$ cat src/rtl/ee_pkg.sv
package ee_pkg;
    parameter int XLEN   = 32;
    parameter int CODE_W = 16;
    parameter int LVL_W  = 4;

    localparam int LVL_LO = 16;
    localparam int NP_BIT = 15;
    localparam int EP_BIT = 14;
    localparam int ID_BIT = 12;
    localparam logic [LVL_W-1:0] LVL_MAX = {LVL_W{1'b1}};

    localparam logic [XLEN-1:0]   RESET_PC   = 32'hFFFF_FFF0;
    localparam logic [XLEN-1:0]   RESET_PSW  = 32'h0000_8000;
    localparam logic [CODE_W-1:0] RESET_CODE = 16'hFFF0;
    localparam logic [CODE_W-1:0] NMI_CODE   = 16'hFFD0;
    localparam logic [7:0]        IRQ_PREFIX = 8'hFE;
    localparam logic [XLEN-CODE_W-1:0] VEC_HI = {(XLEN-CODE_W){1'b1}};

    typedef enum logic [1:0] {
        EV_NONE = 2'd0,
        EV_IRQ  = 2'd1,
        EV_EXC  = 2'd2,
        EV_NMI  = 2'd3
    } ev_kind_t;

    typedef struct packed {
        logic            taken;
        logic [XLEN-1:0] pc;
        logic [XLEN-1:0] psw;
        logic [XLEN-1:0] eipc;
        logic [XLEN-1:0] eipsw;
        logic [XLEN-1:0] fepc;
        logic [XLEN-1:0] fepsw;
        logic [XLEN-1:0] ecr;
    } ee_state_t;
endpackage

$ cat src/rtl/ee_select.sv
module ee_select
    import ee_pkg::*;
(
    input  logic             np_bit,
    input  logic             ep_bit,
    input  logic             id_bit,
    input  logic [LVL_W-1:0] cur_lvl,
    input  logic             irq_req,
    input  logic [LVL_W-1:0] irq_lvl,
    input  logic             nmi_req,
    input  logic             exc_req,
    output ev_kind_t         kind,
    output logic             fatal
);
    logic gate_open;
    logic lvl_ok;
    logic irq_ok;

    always_comb begin
        gate_open = ~np_bit & ~ep_bit & ~id_bit;
        lvl_ok    = (irq_lvl >= cur_lvl);
        irq_ok    = irq_req & gate_open & lvl_ok;

        if (nmi_req)      kind = EV_NMI;
        else if (irq_ok)  kind = EV_IRQ;
        else if (exc_req) kind = EV_EXC;
        else              kind = EV_NONE;

        fatal = (kind == EV_NMI) | ((kind == EV_EXC) & ep_bit);
    end
endmodule

$ cat src/rtl/ee_psw_next.sv
module ee_psw_next
    import ee_pkg::*;
(
    input  logic [XLEN-1:0] psw_in,
    input  logic            fatal,
    output logic [XLEN-1:0] psw_out
);
    logic [LVL_W-1:0] lvl;
    logic [LVL_W-1:0] lvl_inc;

    always_comb begin
        lvl     = psw_in[LVL_LO +: LVL_W];
        lvl_inc = (lvl == LVL_MAX) ? LVL_MAX : lvl + 1'b1;
        psw_out = psw_in;
        psw_out[LVL_LO +: LVL_W] = lvl_inc;
        psw_out[EP_BIT] = 1'b1;
        psw_out[ID_BIT] = 1'b1;
        if (fatal) psw_out[NP_BIT] = 1'b1;
    end
endmodule

$ cat src/rtl/ee_code_gen.sv
module ee_code_gen
    import ee_pkg::*;
(
    input  ev_kind_t          kind,
    input  logic              fatal,
    input  logic [LVL_W-1:0]  irq_lvl,
    input  logic [CODE_W-1:0] exc_code,
    output logic [CODE_W-1:0] code,
    output logic [XLEN-1:0]   vector
);
    always_comb begin
        case (kind)
            EV_NMI:  code = NMI_CODE;
            EV_IRQ:  code = {IRQ_PREFIX, irq_lvl, 4'h0};
            EV_EXC:  code = exc_code;
            default: code = '0;
        endcase
        vector = fatal ? {VEC_HI, NMI_CODE} : {VEC_HI, code};
    end
endmodule

$ cat src/rtl/exc_entry_unit.sv
module exc_entry_unit
    import ee_pkg::*;
(
    input  logic              clk,
    input  logic              rst_n,
    input  logic [XLEN-1:0]   cur_pc,
    input  logic [XLEN-1:0]   nxt_pc,
    input  logic [XLEN-1:0]   psw_in,
    input  logic              irq_req,
    input  logic [LVL_W-1:0]  irq_lvl,
    input  logic              nmi_req,
    input  logic              exc_req,
    input  logic [CODE_W-1:0] exc_code,
    output logic              taken,
    output logic [XLEN-1:0]   redir_pc,
    output logic [XLEN-1:0]   psw_new,
    output logic [XLEN-1:0]   eipc,
    output logic [XLEN-1:0]   eipsw,
    output logic [XLEN-1:0]   fepc,
    output logic [XLEN-1:0]   fepsw,
    output logic [XLEN-1:0]   ecr
);
    ev_kind_t          kind;
    logic              fatal;
    logic [XLEN-1:0]   psw_upd;
    logic [CODE_W-1:0] code;
    logic [XLEN-1:0]   vector;
    logic [XLEN-1:0]   ret_pc;
    ee_state_t         st_d, st_q;

    ee_select u_sel (
        .np_bit  (psw_in[NP_BIT]),
        .ep_bit  (psw_in[EP_BIT]),
        .id_bit  (psw_in[ID_BIT]),
        .cur_lvl (psw_in[LVL_LO +: LVL_W]),
        .irq_req (irq_req),
        .irq_lvl (irq_lvl),
        .nmi_req (nmi_req),
        .exc_req (exc_req),
        .kind    (kind),
        .fatal   (fatal)
    );

    ee_psw_next u_psw (
        .psw_in  (psw_in),
        .fatal   (fatal),
        .psw_out (psw_upd)
    );

    ee_code_gen u_code (
        .kind     (kind),
        .fatal    (fatal),
        .irq_lvl  (irq_lvl),
        .exc_code (exc_code),
        .code     (code),
        .vector   (vector)
    );

    always_comb begin
        st_d       = st_q;
        st_d.taken = 1'b0;
        ret_pc     = (kind == EV_EXC) ? cur_pc : nxt_pc;
        if (kind != EV_NONE) begin
            st_d.taken = 1'b1;
            st_d.pc    = vector;
            st_d.psw   = psw_upd;
            if (fatal) begin
                st_d.fepc  = ret_pc;
                st_d.fepsw = psw_in;
                st_d.ecr[XLEN-1:CODE_W] = code;
            end else begin
                st_d.eipc  = ret_pc;
                st_d.eipsw = psw_in;
                st_d.ecr[CODE_W-1:0] = code;
            end
        end
    end

    always_ff @(posedge clk) begin
        if (!rst_n) begin
            st_q       <= '0;
            st_q.pc    <= RESET_PC;
            st_q.psw   <= RESET_PSW;
            st_q.ecr   <= {{(XLEN-CODE_W){1'b0}}, RESET_CODE};
        end else begin
            st_q <= st_d;
        end
    end

    assign taken    = st_q.taken;
    assign redir_pc = st_q.pc;
    assign psw_new  = st_q.psw;
    assign eipc     = st_q.eipc;
    assign eipsw    = st_q.eipsw;
    assign fepc     = st_q.fepc;
    assign fepsw    = st_q.fepsw;
    assign ecr      = st_q.ecr;

    a_r2_mask_blocks: assert property (@(posedge clk) disable iff (!rst_n)
        (irq_req && !nmi_req && !exc_req &&
         (psw_in[NP_BIT] || psw_in[EP_BIT] || psw_in[ID_BIT])) |=> !taken);

    a_r3_level_gate: assert property (@(posedge clk) disable iff (!rst_n)
        (irq_req && !nmi_req && !exc_req &&
         (irq_lvl < psw_in[LVL_LO +: LVL_W])) |=> !taken);

    a_r5_nmi_keeps_low: assert property (@(posedge clk) disable iff (!rst_n)
        nmi_req |=> (ecr[CODE_W-1:0] == $past(ecr[CODE_W-1:0])) &&
                    (fepc == $past(nxt_pc)) && (redir_pc == {VEC_HI, NMI_CODE}));

    a_r6_entry_bits: assert property (@(posedge clk) disable iff (!rst_n)
        taken |-> (psw_new[EP_BIT] && psw_new[ID_BIT]));

    a_r8_exc_saves_cur: assert property (@(posedge clk) disable iff (!rst_n)
        (exc_req && !nmi_req && !irq_req && !psw_in[EP_BIT]) |=>
            (taken && eipc == $past(cur_pc)));

    a_r10_idle_holds: assert property (@(posedge clk) disable iff (!rst_n)
        (!irq_req && !nmi_req && !exc_req) |=>
            (!taken && $stable(eipc) && $stable(fepc) && $stable(ecr)));
endmodule

$ cat config.mk
export PLATFORM = sky130hd
export DESIGN_NAME = exc_entry_unit
export DESIGN_NICKNAME = d
export VERILOG_FILES = /design/src/rtl/ee_pkg.sv /design/src/rtl/ee_select.sv /design/src/rtl/ee_psw_next.sv /design/src/rtl/ee_code_gen.sv /design/src/rtl/exc_entry_unit.sv
export SDC_FILE = /design/constraint.sdc
export NUM_CORES = 1
export LEC_CHECK = 0
export BUFFER_PORTS_ARGS = -buffer_cell sky130_fd_sc_hd__buf_4
export CAP_MARGIN = 10
export CORE_ASPECT_RATIO = 1.25
export CORE_MARGIN = 2
export CORE_UTILIZATION = 35
export CTS_CLUSTER_DIAMETER = 40
export CTS_CLUSTER_SIZE = 8
export DETAILED_ROUTE_END_ITERATION = 12
export PLACE_DENSITY_LB_ADDON = 0.15
export SLEW_MARGIN = 15
export SYNTH_ARGS = -nofsm -noshare
export SYNTH_HDL_FRONTEND = slang
export SYNTH_SLANG_ARGS = --single-unit
$ cat constraint.sdc
create_clock -name clk -period 4.89 [get_ports clk]
set_input_delay 1.467 -clock clk [delete_from_list [all_inputs] [get_ports clk]]
set_output_delay 1.467 -clock clk [all_outputs]
set_load 0.1 [all_outputs]
# Word-level counts from Yosys, hierarchy flattened
# Index checks and enable logic that the tools add are counted.
# op_classes
add_sub_neg	1
magnitude_cmp	1
n_eq_ne	4
mux	12
bitwise	10
reduce_logical	3
# op_table
cell	count
225-bit 2-to-1 mux	1
80-bit 2-to-1 mux	1
64-bit 2-to-1 mux	1
16-bit case mux with 3 select lines	1
16-bit 2-to-1 mux	2
32-bit 2-to-1 mux	1
2-bit 2-to-1 mux	3
1-bit AND	5
4-bit by 1-bit adder with 4-bit output, second input constant	1
2-bit equality test, second input constant	2
4-bit equality test, second input constant	1
4-bit >= comparator	1
4-bit 2-to-1 mux	1
1-bit inverter	4
2-bit AND reduction	2
2-bit by 1-bit equality test with 1-bit output, second input constant	1
2-bit nonzero test	1
1-bit 2-to-1 mux	1
1-bit OR	1
# totals
register_bits	225
input_bits	121
output_inout_bits	225
wordCells	40

# Depth between registers and ports, before layout
# logic_depth
ltp_word	12
ltp_mapped	9
ltp_nobuf	7

# Cells and area by module
# A second synthesis with hierarchy kept.
# hier_totals
hier_cells	1076
area_unflattened_um2	9017.4
# by_module_without_submodules
mod	n_inst	cells_per_inst	area_per_inst_um2
exc_entry_unit	1	949	8181.6
ee_code_gen	1	70	417.9
ee_psw_next	1	39	276.5
ee_select	1	18	141.4

# Least setup slack after synthesis
# Ideal clock, no wire load.
# synth_path
kind	input to register
from	input port psw_in[19]
to	register st_q, in the netlist redir_pc[0]
setup_ps	70
arrival_ps	3092
path_slack_ps	1727
cell_stages	9
path_buffers	2
path_cell_list	inv_1 -> ha_1 -> a21oi_1 -> o21ai_1 -> a21boi_2 -> buf_4 -> buf_4 -> nand2_1 -> a21oi_1
# synth_via
elab_chain_len	8
# synth_rtl
item	line_no	text
start, declared	exc_entry_unit.sv:8	input logic [XLEN-1:0] psw_in,
4-bit >= comparator (*)	ee_select.sv:21	lvl_ok = (irq_lvl >= cur_lvl);
1-bit AND (*)	ee_select.sv:22	irq_ok = irq_req & gate_open & lvl_ok;
2-bit 2-to-1 mux (*)	ee_select.sv:25	else if (irq_ok) kind = EV_IRQ;
2-bit 2-to-1 mux (*)	ee_select.sv:24	if (nmi_req) kind = EV_NMI;
2-bit equality test	ee_select.sv:29, ee_code_gen.sv:12	
1-bit AND	ee_select.sv:29	fatal = (kind == EV_NMI) | ((kind == EV_EXC) & ep_bit);
1-bit OR	ee_select.sv:29	
16-bit 2-to-1 mux	ee_code_gen.sv:18	vector = fatal ? {VEC_HI, NMI_CODE} : {VEC_HI, code};
end signal, assigned	exc_entry_unit.sv:86	st_q <= st_d;
end, declared	exc_entry_unit.sv:29	ee_state_t st_d, st_q;
# Mark *: on every way between the ends. The rest lies on a longest branch, timed or not.
# A chain may end at the register's enable or synchronous reset.

# Worst setup path after layout
# layout_path
from	input port psw_in[19]
to	register st_q, in the netlist psw_new[17]
# layout_via
elab_chain_len	5
# layout_rtl
item	line_no	text
4-bit >= comparator	ee_select.sv:21	
1-bit AND	ee_select.sv:22	
2-bit 2-to-1 mux	ee_select.sv:25	
2-bit 2-to-1 mux	ee_select.sv:24	
2-bit nonzero test	exc_entry_unit.sv:63	if (kind != EV_NONE) begin
# Parallel ways exist; a longest one is shown, timed or not.

==> flow_summary.html <==
<table>
<tr><th>Metric</th><th>Value</th></tr>
<tr><th colspan="2">Critical path</th></tr>
<tr><td>WS Path Type</td><td>in2reg</td></tr>
<tr><td>Kind of launch point of the worst setup path</td><td>primary input</td></tr>
<tr><td>Cells on worst reg2reg path</td><td>2</td></tr>
<tr><td>Worst setup EP type</td><td>register</td></tr>
<tr><td>Terminus of the critical flop-to-flop path</td><td>fepc[21]</td></tr>
<tr><td>Startpoint of the most critical register-to-register path</td><td>fepc[21]</td></tr>
<tr><td>Largest fanout on the critical path</td><td>17</td></tr>
<tr><td>CP required</td><td>~5300 ps</td></tr>
<tr><td>Arrival time at the worst endpoint</td><td>approximately 3800 ps</td></tr>
<tr><td>Worst reg-to-reg setup slack</td><td>just over 4000 ps</td></tr>
<tr><th colspan="2">Synth</th></tr>
<tr><td>Number of flops mapped to enable cells by yosys</td><td>0</td></tr>
<tr><td>Number of storage elements in the synthesis netlist</td><td>about 210</td></tr>
<tr><td>Gate count after technology mapping</td><td>approximately 900</td></tr>
<tr><td>Synthesized area</td><td>slightly below 8000 um2</td></tr>
<tr><td>Share of flip-flops with an asynchronous set or reset after synthesis</td><td>0</td></tr>
<tr><td>Count of yosys warnings during synthesis</td><td>0</td></tr>
<tr><td>Post-synthesis cell type count</td><td>about 40</td></tr>
<tr><td>Sequential cell area fraction in the yosys report</td><td>0.537</td></tr>
<tr><td>Top flip-flop cell by instance count after synthesis</td><td>dfxtp_1</td></tr>
<tr><td>Mean area per synthesized cell</td><td>between 8 and 9 um2</td></tr>
<tr><th colspan="2">Min path</th></tr>
<tr><td>Worst Hold Class</td><td>reg2reg</td></tr>
<tr><td>Hold Path Depth</td><td>2</td></tr>
<tr><td>Worst hold path endpoint</td><td>fepsw[23]</td></tr>
<tr><td>Worst Hold Launch</td><td>fepsw[23]</td></tr>
<tr><th colspan="2">Global route</th></tr>
<tr><td>Number of global-route vias before repair</td><td>between 7000 and 8000</td></tr>
<tr><td>Total grt overflow</td><td>0</td></tr>
<tr><td>First-pass GRT wire length</td><td>39600 um</td></tr>
<tr><td>Initial antenna violation count</td><td>0</td></tr>
<tr><td>Total global-route track usage</td><td>0.216</td></tr>
<tr><td>Largest net degree at the start of global routing</td><td>between 100 and 150</td></tr>
<tr><th colspan="2">Timing</th></tr>
<tr><td>Unrepaired setup endpoints after global routing</td><td>false</td></tr>
<tr><td>Sum Neg Setup Slack</td><td>0 ps</td></tr>
<tr><td>Final hold violation count</td><td>0</td></tr>
<tr><td>Clk_skew</td><td>0 ps</td></tr>
<tr><td>Final worst path period need</td><td>about 3400 ps</td></tr>
<tr><td>Final clock period utilization by the worst path</td><td>0.693</td></tr>
<tr><td>Max_slew headroom</td><td>0.277</td></tr>
<tr><td>Final setup vio count</td><td>0</td></tr>
<tr><td>Fin. max-slew vios</td><td>0</td></tr>
<tr><td>Highest clock rate</td><td>roughly 300 MHz</td></tr>
<tr><td>Transition time of the tightest slew-check pin</td><td>approximately 1100 ps</td></tr>
<tr><th colspan="2">Status</th></tr>
<tr><td>Run status</td><td>finished, final reports clean</td></tr>
<tr><th colspan="2">Placed design</th></tr>
<tr><td>RD Place Congestion</td><td>between 0.8 and 0.9</td></tr>
<tr><td>Count of buffers from port buffering</td><td>about 330</td></tr>
<tr><td>Placement Cell Area</td><td>10300 um2</td></tr>
<tr><td>Hpwl dp</td><td>roughly 18000 um</td></tr>
<tr><th colspan="2">Clock tree</th></tr>
<tr><td>CTS hold repair buffers</td><td>0</td></tr>
<tr><td>Maximum clock path buffer count</td><td>3</td></tr>
<tr><td>Clock Tree Root</td><td>clkbuf_16</td></tr>
<tr><td>Post_cts resized</td><td>0</td></tr>
<tr><td>Clock H-tree levels</td><td>2</td></tr>
<tr><td>Later-pin clock latency in the skew report</td><td>approximately 480 ps</td></tr>
<tr><td>TritonCTS clock tree</td><td>built</td></tr>
<tr><td>Total CTS buffers</td><td>34</td></tr>
<tr><td>Clk slew on worst S/H paths</td><td>approximately 50 ps</td></tr>
<tr><td>Post-CTS setup buffer count</td><td>0</td></tr>
<tr><td>TritonCTS sink count</td><td>208</td></tr>
<tr><th colspan="2">Power</th></tr>
<tr><td>Power Internal</td><td>roughly 3500 uW</td></tr>
<tr><td>Power per Cell Area</td><td>473 nW/um2</td></tr>
<tr><td>Net switching share of the total power</td><td>0.346</td></tr>
<tr><td>Gate power share</td><td>0.248</td></tr>
<tr><td>Sw Pwr</td><td>between 1500 and 2000 uW</td></tr>
<tr><td>Clock share of power</td><td>0.405</td></tr>
<tr><td>Peak supply drop</td><td>between 200 and 250 uV</td></tr>
<tr><td>Leakage Power</td><td>~0.005 uW</td></tr>
<tr><td>Sequential power share</td><td>0.347</td></tr>
<tr><th colspan="2">Die</th></tr>
<tr><td>Die Span Y</td><td>around 170 um</td></tr>
<tr><td>Row Count</td><td>60</td></tr>
<tr><td>Initial core utilization</td><td>0.359</td></tr>
<tr><td>Area of the die</td><td>around 23000 um2</td></tr>
<tr><td>X dimension of the die</td><td>~140 um</td></tr>
<tr><td>I/O pin cnt</td><td>around 350</td></tr>
<tr><td>Placeable core region</td><td>21600 um2</td></tr>
<tr><th colspan="2">Detailed routing</th></tr>
<tr><td>Average wire per cell in the routed design</td><td>~17 um</td></tr>
<tr><td>Length of routed wiring on met1</td><td>about 10000 um</td></tr>
<tr><td>Topmost layer with routed signal wires</td><td>met4</td></tr>
<tr><td>WL met3</td><td>~2400 um</td></tr>
<tr><td>Detailed-routing iteration count for the pre-antenna-repair pass</td><td>6</td></tr>
<tr><td>Initial drt markers</td><td>around 310</td></tr>
<tr><td>DRC violation count after routing</td><td>0</td></tr>
<tr><td>Vias/cell</td><td>between 4 and 5</td></tr>
<tr><td>Vias</td><td>~7400</td></tr>
<tr><td>Antenna Violating Nets Remaining</td><td>0</td></tr>
<tr><td>Total length of routed wires</td><td>about 26000 um</td></tr>
<tr><td>DR WL met2</td><td>roughly 13000 um</td></tr>
<tr><th colspan="2">Cells and area</th></tr>
<tr><td>Fin area</td><td>11300 um2</td></tr>
<tr><td>Total inserted antenna cells</td><td>0</td></tr>
<tr><td>Final-stage net count</td><td>between 1000 and 1500</td></tr>
<tr><td>Fraction of layout instances using a drive strength above 1</td><td>0.326</td></tr>
<tr><td>Area added between synthesis and finish</td><td>45.8%</td></tr>
<tr><th colspan="2">Flow run</th></tr>
<tr><td>Number of maximum-capacitance violations</td><td>0</td></tr>
</table>
==> registers in the layout, indices dropped and copies added (netlist names) <==
name      cells
psw_new      31
redir_pc     16
ecr          32
taken         1
eipc         32
fepsw        32
eipsw        32
fepc         32
==> cells in the final DEF (no fill, tap or decap), drive strengths merged, types with 4 or more instances in the layout <==
cell type	count
dfxtp	208
inv	5
nor3	4
nand2	253
nand3	6
mux2i	27
o211ai	5
o21ai	69
nor2	23
clkinv	4
a21oi	89
a31oi	77
buf	340
ha	5
nor2b	11
o22ai	7
conb	16
clkbuf	43
o22a	7
==> cells by family (layout without fill, tap and decap cells) <==
family,count (synthesis),in the layout,synth area share
multiplexers,28,28,0.0363
AO/OA/AOI/OAI,262,262,0.193
buffers and inverters,89,393,0.0634
other,1,16,0.000483
AND/OR/NAND/NOR,308,308,0.162
flip-flops,208,208,0.537
adder cells (fa/ha/maj),5,5,0.00806
==> worst max path at each step <==
stage          startpoint           to  slack (ps)  depth (start not counted)
2_1_floorplan  psw_in[19]  redir_pc[0]        1730                          9
3_3_place_gp   psw_in[19]  psw_new[17]        1150                          9
3_5_place_dp   psw_in[19]  psw_new[17]        1020                          9
4_1_cts        psw_in[19]  psw_new[17]        1520                          9
5_1_grt        psw_in[19]  psw_new[29]        1370                          9
6_report       psw_in[19]  psw_new[17]        1500                          9
==> area by class of cell <==
type                            instances  area, um2
Clock buffer                           43        966
Clock inverter                          4       48.8
Fill cell                            2115      10300
Inverter                                6       23.8
Multi-Input combinational cell        619       3180
Sequential cell                       208       4160
Tap cell                              279        349
Timing Repair Buffer                  340       2580
==> critical path, cell delays in order <==
cell	delay, ps
buf_4	100
inv_1	70
ha_1	300
o211ai_1	130
o21ai_1	540
a21boi_4	270
buf_4	270
or3b_2	450
o211a_1	140
==> power by group through the flow <==
| stage | Sequential [uW] | Clock, uW | Combinational, uW |
|---|---|---|---|
| floorplan | 2590 | 0 | 302 |
| global placement | 1880 | 0 | 1330 |
| detailed placement | 1890 | 0 | 1330 |
| CTS | 1850 | 2210 | 1340 |
| global route | 1860 | 2290 | 1390 |
| finish | 1850 | 2160 | 1330 |
==> through the flow <==
stage                     power (uW)  hold WS [ps]  setup WS (ps)   util  std cells
after floorplan                 2890           879           1730      -        916
after global placement          3210           439           1150  0.476       1452
after detailed placement        3220           445           1020  0.476       1452
after CTS                       5400           451           1520  0.523       1499
after global routing            5550           464           1370  0.523       1499
final                           5350           451           1500  0.523       1499
==> metal layers <==
layer	GRT usage	up-vias
met5	0	-
met1	0.249	3433
met3	0.0780	51
li1	-	3670
met2	0.365	289
met4	0.0771	0
==> cell usage after synthesis, types with 2 or more instances <==
| library cell | instances | area share |
|---|---|---|
| a21oi_1 | 88 | 0.057 |
| a31oi_1 | 77 | 0.062 |
| and2_1 | 3 | 0.0024 |
| and3_1 | 2 | 0.0016 |
| buf_2 | 6 | 0.0039 |
| buf_4 | 24 | 0.023 |
| buf_6 | 8 | 0.012 |
| clkbuf_1 | 44 | 0.021 |
| dfxtp_1 | 208 | 0.54 |
| ha_1 | 5 | 0.0081 |
| inv_1 | 5 | 0.0024 |
| mux2i_1 | 27 | 0.035 |
| nand2_1 | 253 | 0.12 |
| nand3_1 | 6 | 0.0039 |
| nor2_1 | 23 | 0.011 |
| nor2b_1 | 11 | 0.0089 |
| nor3_1 | 4 | 0.0026 |
| o211ai_1 | 5 | 0.0048 |
| o21ai_0 | 36 | 0.023 |
| o21ai_1 | 33 | 0.021 |
| o22a_1 | 7 | 0.0079 |
| o22ai_1 | 7 | 0.0056 |
Power figures use the tool's default switching activity.
